`config.mk`:
```
export PLATFORM = sky130hd
export DESIGN_NAME = keyed_wdog
export DESIGN_NICKNAME = d
export VERILOG_FILES = /design/src/rtl/kwd_pkg.sv /design/src/rtl/kwd_regs.sv /design/src/rtl/kwd_keyseq.sv /design/src/rtl/kwd_count.sv /design/src/rtl/keyed_wdog.sv
export SDC_FILE = /design/constraint.sdc
export NUM_CORES = 1
export LEC_CHECK = 0
export CAP_MARGIN = 15
export CORE_ASPECT_RATIO = 0.7
export CORE_MARGIN = 2
export CORE_UTILIZATION = 30
export CTS_BUF_LIST = sky130_fd_sc_hd__clkbuf_2 sky130_fd_sc_hd__clkbuf_4 sky130_fd_sc_hd__clkbuf_8
export DETAILED_ROUTE_END_ITERATION = 6
export GPL_TIMING_DRIVEN = 0
export SETUP_SLACK_MARGIN = 0.4
export SLEW_MARGIN = 20
export SYNTH_ARGS = -nofsm -noshare
export SYNTH_HDL_FRONTEND = slang
export SYNTH_SLANG_ARGS = --single-unit
export TNS_END_PERCENT = 100
```
`constraint.sdc`:
```
create_clock -name clk -period 5.3 [get_ports clk]
set_input_delay 1.06 -clock clk [delete_from_list [all_inputs] [get_ports clk]]
set_output_delay 1.06 -clock clk [all_outputs]
set_load 0.02 [all_outputs]
```
`src/rtl/kwd_pkg.sv`:
```
`timescale 1ns/1ps
// Shared constants for the key-protected watchdog: word addresses,
// key values, control field codes and the key sequencer state type.
package kwd_pkg;
    localparam logic [2:0] ADR_CNT_LO = 3'd0;
    localparam logic [2:0] ADR_CNT_HI = 3'd1;
    localparam logic [2:0] ADR_PRD_LO = 3'd2;
    localparam logic [2:0] ADR_PRD_HI = 3'd3;
    localparam logic [2:0] ADR_GCTL   = 3'd4;
    localparam logic [2:0] ADR_TCTL   = 3'd5;
    localparam logic [2:0] ADR_WCTL   = 3'd6;

    localparam int         KEY_W     = 16;
    localparam logic [KEY_W-1:0] KEY_OPEN  = 16'hA5C6;
    localparam logic [KEY_W-1:0] KEY_CLOSE = 16'hDA7E;
    localparam int         ARM_BIT   = 14;

    localparam logic [1:0] MODE_WDOG = 2'd2;
    localparam logic [1:0] RUN_CONT  = 2'd2;
    localparam int         DIV_LSB   = 8;
    localparam int         RUN_LSB   = 22;

    typedef enum logic {KS_IDLE, KS_OPENED} ks_state_e;
endpackage

```
`src/rtl/kwd_regs.sv`:
```
`timescale 1ns/1ps
// Control and period registers of the watchdog.
// Assumes: one write per clock; writes to global/timer control are
// dropped once the watchdog is armed; period registers stay writable.
module kwd_regs
    import kwd_pkg::*;
#(
    parameter int HALF_W = 32,
    parameter int PRE_W  = 4,
    localparam int CNT_W = 2 * HALF_W
) (
    input  logic              clk,
    input  logic              rst_n,
    input  logic              wr_en,
    input  logic [2:0]        addr,
    input  logic [HALF_W-1:0] wdata,
    input  logic              armed,
    output logic [1:0]        rel,
    output logic [1:0]        mode,
    output logic [PRE_W-1:0]  div,
    output logic [1:0]        run_mode,
    output logic [CNT_W-1:0]  prd,
    output logic              run
);
    // Register writes with the post-arm lock on the control words.
    always_ff @(posedge clk) begin
        if (!rst_n) begin
            rel      <= '0;
            mode     <= '0;
            div      <= '0;
            run_mode <= '0;
            prd      <= '0;
        end else if (wr_en) begin
            case (addr)
                ADR_PRD_LO: prd[HALF_W-1:0]     <= wdata;
                ADR_PRD_HI: prd[CNT_W-1:HALF_W] <= wdata;
                ADR_GCTL: if (!armed) begin
                    rel  <= wdata[1:0];
                    mode <= wdata[3:2];
                    div  <= wdata[DIV_LSB +: PRE_W];
                end
                ADR_TCTL: if (!armed) run_mode <= wdata[RUN_LSB +: 2];
                default: ;
            endcase
        end
    end

    // Counting is allowed only with both halves released, watchdog mode and continuous run.
    always_comb run = (rel == 2'b11) && (mode == MODE_WDOG) && (run_mode == RUN_CONT);
endmodule

```
`src/rtl/kwd_keyseq.sv`:
```
`timescale 1ns/1ps
// Two-key sequencer: the opening key and then the closing key, each with
// the arm bit set, produce a one-clock service strobe and arm the watchdog.
// Assumes: wr is a single-cycle strobe for a watchdog control write.
module kwd_keyseq
    import kwd_pkg::*;
(
    input  logic             clk,
    input  logic             rst_n,
    input  logic             wr,
    input  logic [KEY_W-1:0] key,
    input  logic             arm_bit,
    input  logic             wdog_mode,
    output logic             svc,
    output logic             armed
);
    ks_state_e state;
    logic      ok_open;
    logic      ok_close;

    // Decode whether this write carries the expected next key.
    always_comb begin
        ok_open  = wr && wdog_mode && arm_bit && (state == KS_IDLE)   && (key == KEY_OPEN);
        ok_close = wr && wdog_mode && arm_bit && (state == KS_OPENED) && (key == KEY_CLOSE);
        svc      = ok_close;
    end

    // Advance the sequencer; any other write returns it to idle. Arm is sticky.
    always_ff @(posedge clk) begin
        if (!rst_n) begin
            state <= KS_IDLE;
            armed <= 1'b0;
        end else if (wr) begin
            state <= ok_open ? KS_OPENED : KS_IDLE;
            if (ok_close) armed <= 1'b1;
        end
    end
endmodule

```
`src/rtl/kwd_count.sv`:
```
`timescale 1ns/1ps
// Prescaler, 64-bit count and period compare with a one-shot timeout.
// Assumes: clr has priority over software writes, which have priority
// over counting; a timeout fires on the step that makes count == period.
module kwd_count #(
    parameter int HALF_W = 32,
    parameter int PRE_W  = 4,
    localparam int CNT_W = 2 * HALF_W
) (
    input  logic              clk,
    input  logic              rst_n,
    input  logic              run,
    input  logic [PRE_W-1:0]  div,
    input  logic              clr,
    input  logic              wr_lo,
    input  logic              wr_hi,
    input  logic [HALF_W-1:0] wdata,
    input  logic [CNT_W-1:0]  prd,
    input  logic              armed,
    output logic [CNT_W-1:0]  cnt,
    output logic              fire,
    output logic              flag
);
    logic [PRE_W-1:0] pre;
    logic [CNT_W-1:0] cnt_nxt;
    logic             tick;

    // Next count value and prescaler wrap.
    always_comb begin
        cnt_nxt = cnt + CNT_W'(1);
        tick    = run && (pre == div);
    end

    // Update prescaler, count, timeout pulse and sticky flag.
    always_ff @(posedge clk) begin
        if (!rst_n) begin
            pre  <= '0;
            cnt  <= '0;
            fire <= 1'b0;
            flag <= 1'b0;
        end else begin
            fire <= 1'b0;
            if (clr) begin
                pre <= '0;
                cnt <= '0;
            end else if (wr_lo) begin
                cnt <= {cnt[CNT_W-1:HALF_W], wdata};
            end else if (wr_hi) begin
                cnt <= {wdata, cnt[HALF_W-1:0]};
            end else if (tick) begin
                pre <= '0;
                cnt <= cnt_nxt;
                if (armed && (cnt_nxt == prd)) begin
                    fire <= 1'b1;
                    flag <= 1'b1;
                end
            end else if (run) begin
                pre <= pre + PRE_W'(1);
            end
        end
    end
endmodule

```
`src/rtl/keyed_wdog.sv`:
```
`timescale 1ns/1ps
// Key-protected 64-bit watchdog: register file, key sequencer and counter.
// Assumes: word-addressed single-cycle writes, combinational read data.
module keyed_wdog
    import kwd_pkg::*;
#(
    parameter int HALF_W = 32,
    parameter int PRE_W  = 4
) (
    input  logic              clk,
    input  logic              rst_n,
    input  logic              bus_wr,
    input  logic [2:0]        bus_addr,
    input  logic [HALF_W-1:0] bus_wdata,
    output logic [HALF_W-1:0] bus_rdata,
    output logic              wdog_rst,
    output logic              wdog_flag
);
    localparam int CNT_W = 2 * HALF_W;

    logic [1:0]       rel;
    logic [1:0]       gmode;
    logic [PRE_W-1:0] div;
    logic [1:0]       run_mode;
    logic [CNT_W-1:0] prd;
    logic [CNT_W-1:0] cnt;
    logic             run;
    logic             armed;
    logic             svc;

    kwd_regs #(.HALF_W(HALF_W), .PRE_W(PRE_W)) u_regs (
        .clk(clk), .rst_n(rst_n), .wr_en(bus_wr), .addr(bus_addr),
        .wdata(bus_wdata), .armed(armed), .rel(rel), .mode(gmode),
        .div(div), .run_mode(run_mode), .prd(prd), .run(run)
    );

    kwd_keyseq u_keys (
        .clk(clk), .rst_n(rst_n),
        .wr(bus_wr && (bus_addr == ADR_WCTL)),
        .key(bus_wdata[HALF_W-1 -: KEY_W]), .arm_bit(bus_wdata[ARM_BIT]),
        .wdog_mode(gmode == MODE_WDOG), .svc(svc), .armed(armed)
    );

    kwd_count #(.HALF_W(HALF_W), .PRE_W(PRE_W)) u_cnt (
        .clk(clk), .rst_n(rst_n), .run(run), .div(div), .clr(svc),
        .wr_lo(bus_wr && (bus_addr == ADR_CNT_LO)),
        .wr_hi(bus_wr && (bus_addr == ADR_CNT_HI)),
        .wdata(bus_wdata), .prd(prd), .armed(armed),
        .cnt(cnt), .fire(wdog_rst), .flag(wdog_flag)
    );

    // Read-back multiplexer; unmapped addresses read zero.
    always_comb begin
        bus_rdata = '0;
        case (bus_addr)
            ADR_CNT_LO: bus_rdata = cnt[HALF_W-1:0];
            ADR_CNT_HI: bus_rdata = cnt[CNT_W-1:HALF_W];
            ADR_PRD_LO: bus_rdata = prd[HALF_W-1:0];
            ADR_PRD_HI: bus_rdata = prd[CNT_W-1:HALF_W];
            ADR_GCTL: begin
                bus_rdata[1:0]               = rel;
                bus_rdata[3:2]               = gmode;
                bus_rdata[DIV_LSB +: PRE_W]  = div;
            end
            ADR_TCTL: bus_rdata[RUN_LSB +: 2] = run_mode;
            ADR_WCTL: bus_rdata[ARM_BIT]      = armed;
            default:  bus_rdata = '0;
        endcase
    end
endmodule

```
==> impl_metrics.csv <==
group,metric,value,unit
timing,finClkSkew,0.0230,ns
detailed_routing,wl,54900,um
logic_synthesis,synth_ff_type,"dfxtp_1",
global_route,grt_remaining_overflow,0,
clocking,postCtsHoldBufs,0,
clocking,h-tree-depth,4,
clocking,cts_resized,13,
worst_setup_path,crit_path_end_kind,"output port",
floorplanning,dieArea,34900,um2
timing,fin_crit_sh,0.914,
global_route,antenna_found_initial,4,
logic_synthesis,yosys_warnings,0,
logic_synthesis,async_flop_share,0,
worst_setup_path,path_class,"in2out",
floorplanning,row_count,55,
timing,worst_pin_slew,1.28,ns
worst_setup_path,critPathMaxFanout,10,
logic_synthesis,syn-num-nets,1404,
finish,final_cell_mix,"nand2_1 (236), dfxtp_1 (146), nor2_1 (139)",
logic_synthesis,synth-edff-count,0,
logic_synthesis,synth.avg_cell_area,7.35,um2
floorplanning,pin_count,72,
detailed_routing,wire_per_inst,29.0,um
worst_setup_path,r2r_slack,0.77,ns
finish,final_cell_count_no_fill,1892,
global_route,grt_pass1_wl,77500,um
finish,area_growth,16.7,%
timing,fmax,0.206,GHz
clocking,cts_tree,"built",
timing,hold_viol,0,
floorplanning,initial_core_util,0.307,
logic_synthesis,synth_seq_cells,146,
global_route,grt_max_degree,17,
clocking,clk_latency,0.54,ns
timing,rsz0062_at_grt,"true",
finish,layout-drive-gt1-share,0.0696,
logic_synthesis,yosysSeqAreaShare,0.292,
detailed_routing,vias,11800,
timing,holdWs,0.481,ns
clocking,cts_setup_buffers,0,
floorplanning,chipWidth,222,um
timing,setup_viol,0,
floorplanning,die_h,157,um
placement,dp_cells,1860,
pwr,vdd_drop_max,0.133,mV
worst_setup_path,worstPathRequired,4.24,ns
placement,dpl.hpwl,42900,um
pwr,power_leakage,3.90,nW
worst_hold_path,hold_class,"reg2reg",
logic_synthesis,ys_types,73,
clocking,clockRootBuffer,"clkbuf_8",
global_route,grt_pass1_vias,10500,
finish,mostFrequentLayoutCell,"nand2_1",
detailed_routing,avgViaCountPerCell,6.24,
placement,gp_congestion,1.04,
status,outcome,"finished, final reports clean",
logic_synthesis,syn_area,10000,um2
detailed_routing,dr.first_iter.drc_count,1870,
detailed_routing,drtAntennaViolNets,0,
clocking,cts.sinks,146,
worst_setup_path,start_kind,"input pin",
pwr,total_power,0.00245,W
floorplanning,coreArea,32600,um2
clocking,clk_pin_slew_worst_paths,0.11,ns
flow_run,drv_cap,0,
finish,post-route-util,0.359,
timing,worst_slew_margin_rel,0.148,
finish,finalNetCount,1492,
worst_setup_path,critical_path_arrival,3.78,ns
clocking,clock_path_buffers,2,
finish,antenna_cells,0,
pwr,powerDensity,210,nW/um2
detailed_routing,drt_pass1_iterations,6,
clocking,cts_buffers,17,
global_route,grt_util_all_layers,0.313,
placement,place.port_buffers,68,
timing,period_needed,4.84,ns
detailed_routing,drc,0,
logic_synthesis,synth_cells,1364,
timing,final_max_slew_viol_count,0,
==> per-stage QoR <==
step / setup TNS (ns) / setup WS, ns / cell area [um2]
2_1_floorplan: 0 / 1.75 / 10000
3_3_place_gp: -10.82 / -0.520 / 11200
3_5_place_dp: -11.04 / -0.520 / 11300
4_1_cts: 0 / 0.415 / 11700
5_1_grt: 0 / 0.399 / 11700
6_report: 0 / 0.457 / 11700
==> registers in the layout, summed over array words and instances (netlist names) <==
register and count:
u_cnt.cnt 64, u_regs.run_mode 2, u_regs.prd 64, u_keys.state 1
u_regs.div 4, u_regs.rel 2, u_cnt.pre 4, u_cnt.fire 1
u_regs.mode 2, u_keys.armed 1, u_cnt.flag 1
==> layout make-up <==
cell class | count | area (um2)
Buffer | 116 | 499
Clock buffer | 18 | 248
Clock inverter | 14 | 155
Fill cell | 3507 | 20900
Inverter | 13 | 48.8
Multi-Input combinational cell | 1089 | 6600
Sequential cell | 146 | 2920
Tap cell | 427 | 534
Timing Repair Buffer | 69 | 688
==> per-layer routing <==
metal | GRT usage | up-vias | wire length [um]
li1 | - | 5112 | -
met5 | 0 | - | 0
met2 | 0.408 | 865 | 20200
met4 | 0.0793 | 0 | 1180
met1 | 0.465 | 5731 | 25000
met3 | 0.124 | 90 | 8600
==> worst max-delay path: stages <==
cell and delay, ns:
clkdlybuf4s50_1 0.49, buf_4 0.25, nand2b_1 0.24, nor2_1 0.15
buf_2 0.36, buf_4 0.33, a221o_1 0.27, clkdlybuf4s50_1 0.63
==> where the power goes <==
group	switching, W	total, W	internal, W
logic	0.000236	0.000334	0.0000987
registers	0.0000212	0.00114	0.00111
clock network	0.000548	0.000984	0.000435
total	0.000805	0.00245	0.00165
==> synth_stat cells, types with 21 or more instances <==
master | instances | area, um2
a211oi_1 | 21 | 158
a21oi_1 | 126 | 631
a221o_1 | 28 | 280
a22o_1 | 25 | 219
a22oi_1 | 24 | 180
buf_2 | 23 | 115
clkbuf_1 | 77 | 289
dfxtp_1 | 146 | 2920
nand2_1 | 237 | 890
nand3_1 | 31 | 155
nand4_1 | 33 | 206
nor2_1 | 140 | 526
nor3_1 | 28 | 140
nor4_1 | 26 | 163
o21ai_0 | 59 | 295
xnor2_1 | 79 | 692
xor2_1 | 27 | 236
==> cells by family after synthesis <==
logic type / count (synthesis) / share of synthesized area
adders and majority gates: 2 / 0.00250
muxes: 23 / 0.0280
DFF: 146 / 0.292
buffers and inverters: 129 / 0.0523
xor gates and xnor gates: 108 / 0.0971
AOI/OAI and AO/OA: 357 / 0.231
and+or+nand+nor: 599 / 0.297
==> worst paths after layout <==
kind	startpoint	endpoint	depth (start not counted)
max	bus_addr[0]	bus_rdata[28]	8
min	u_cnt.flag	u_cnt.flag	2
max reg2reg	u_cnt.cnt[0]	u_cnt.flag	9
min reg2reg	u_cnt.flag	u_cnt.flag	2
No activity file was read; power rests on OpenSTA's default activity.
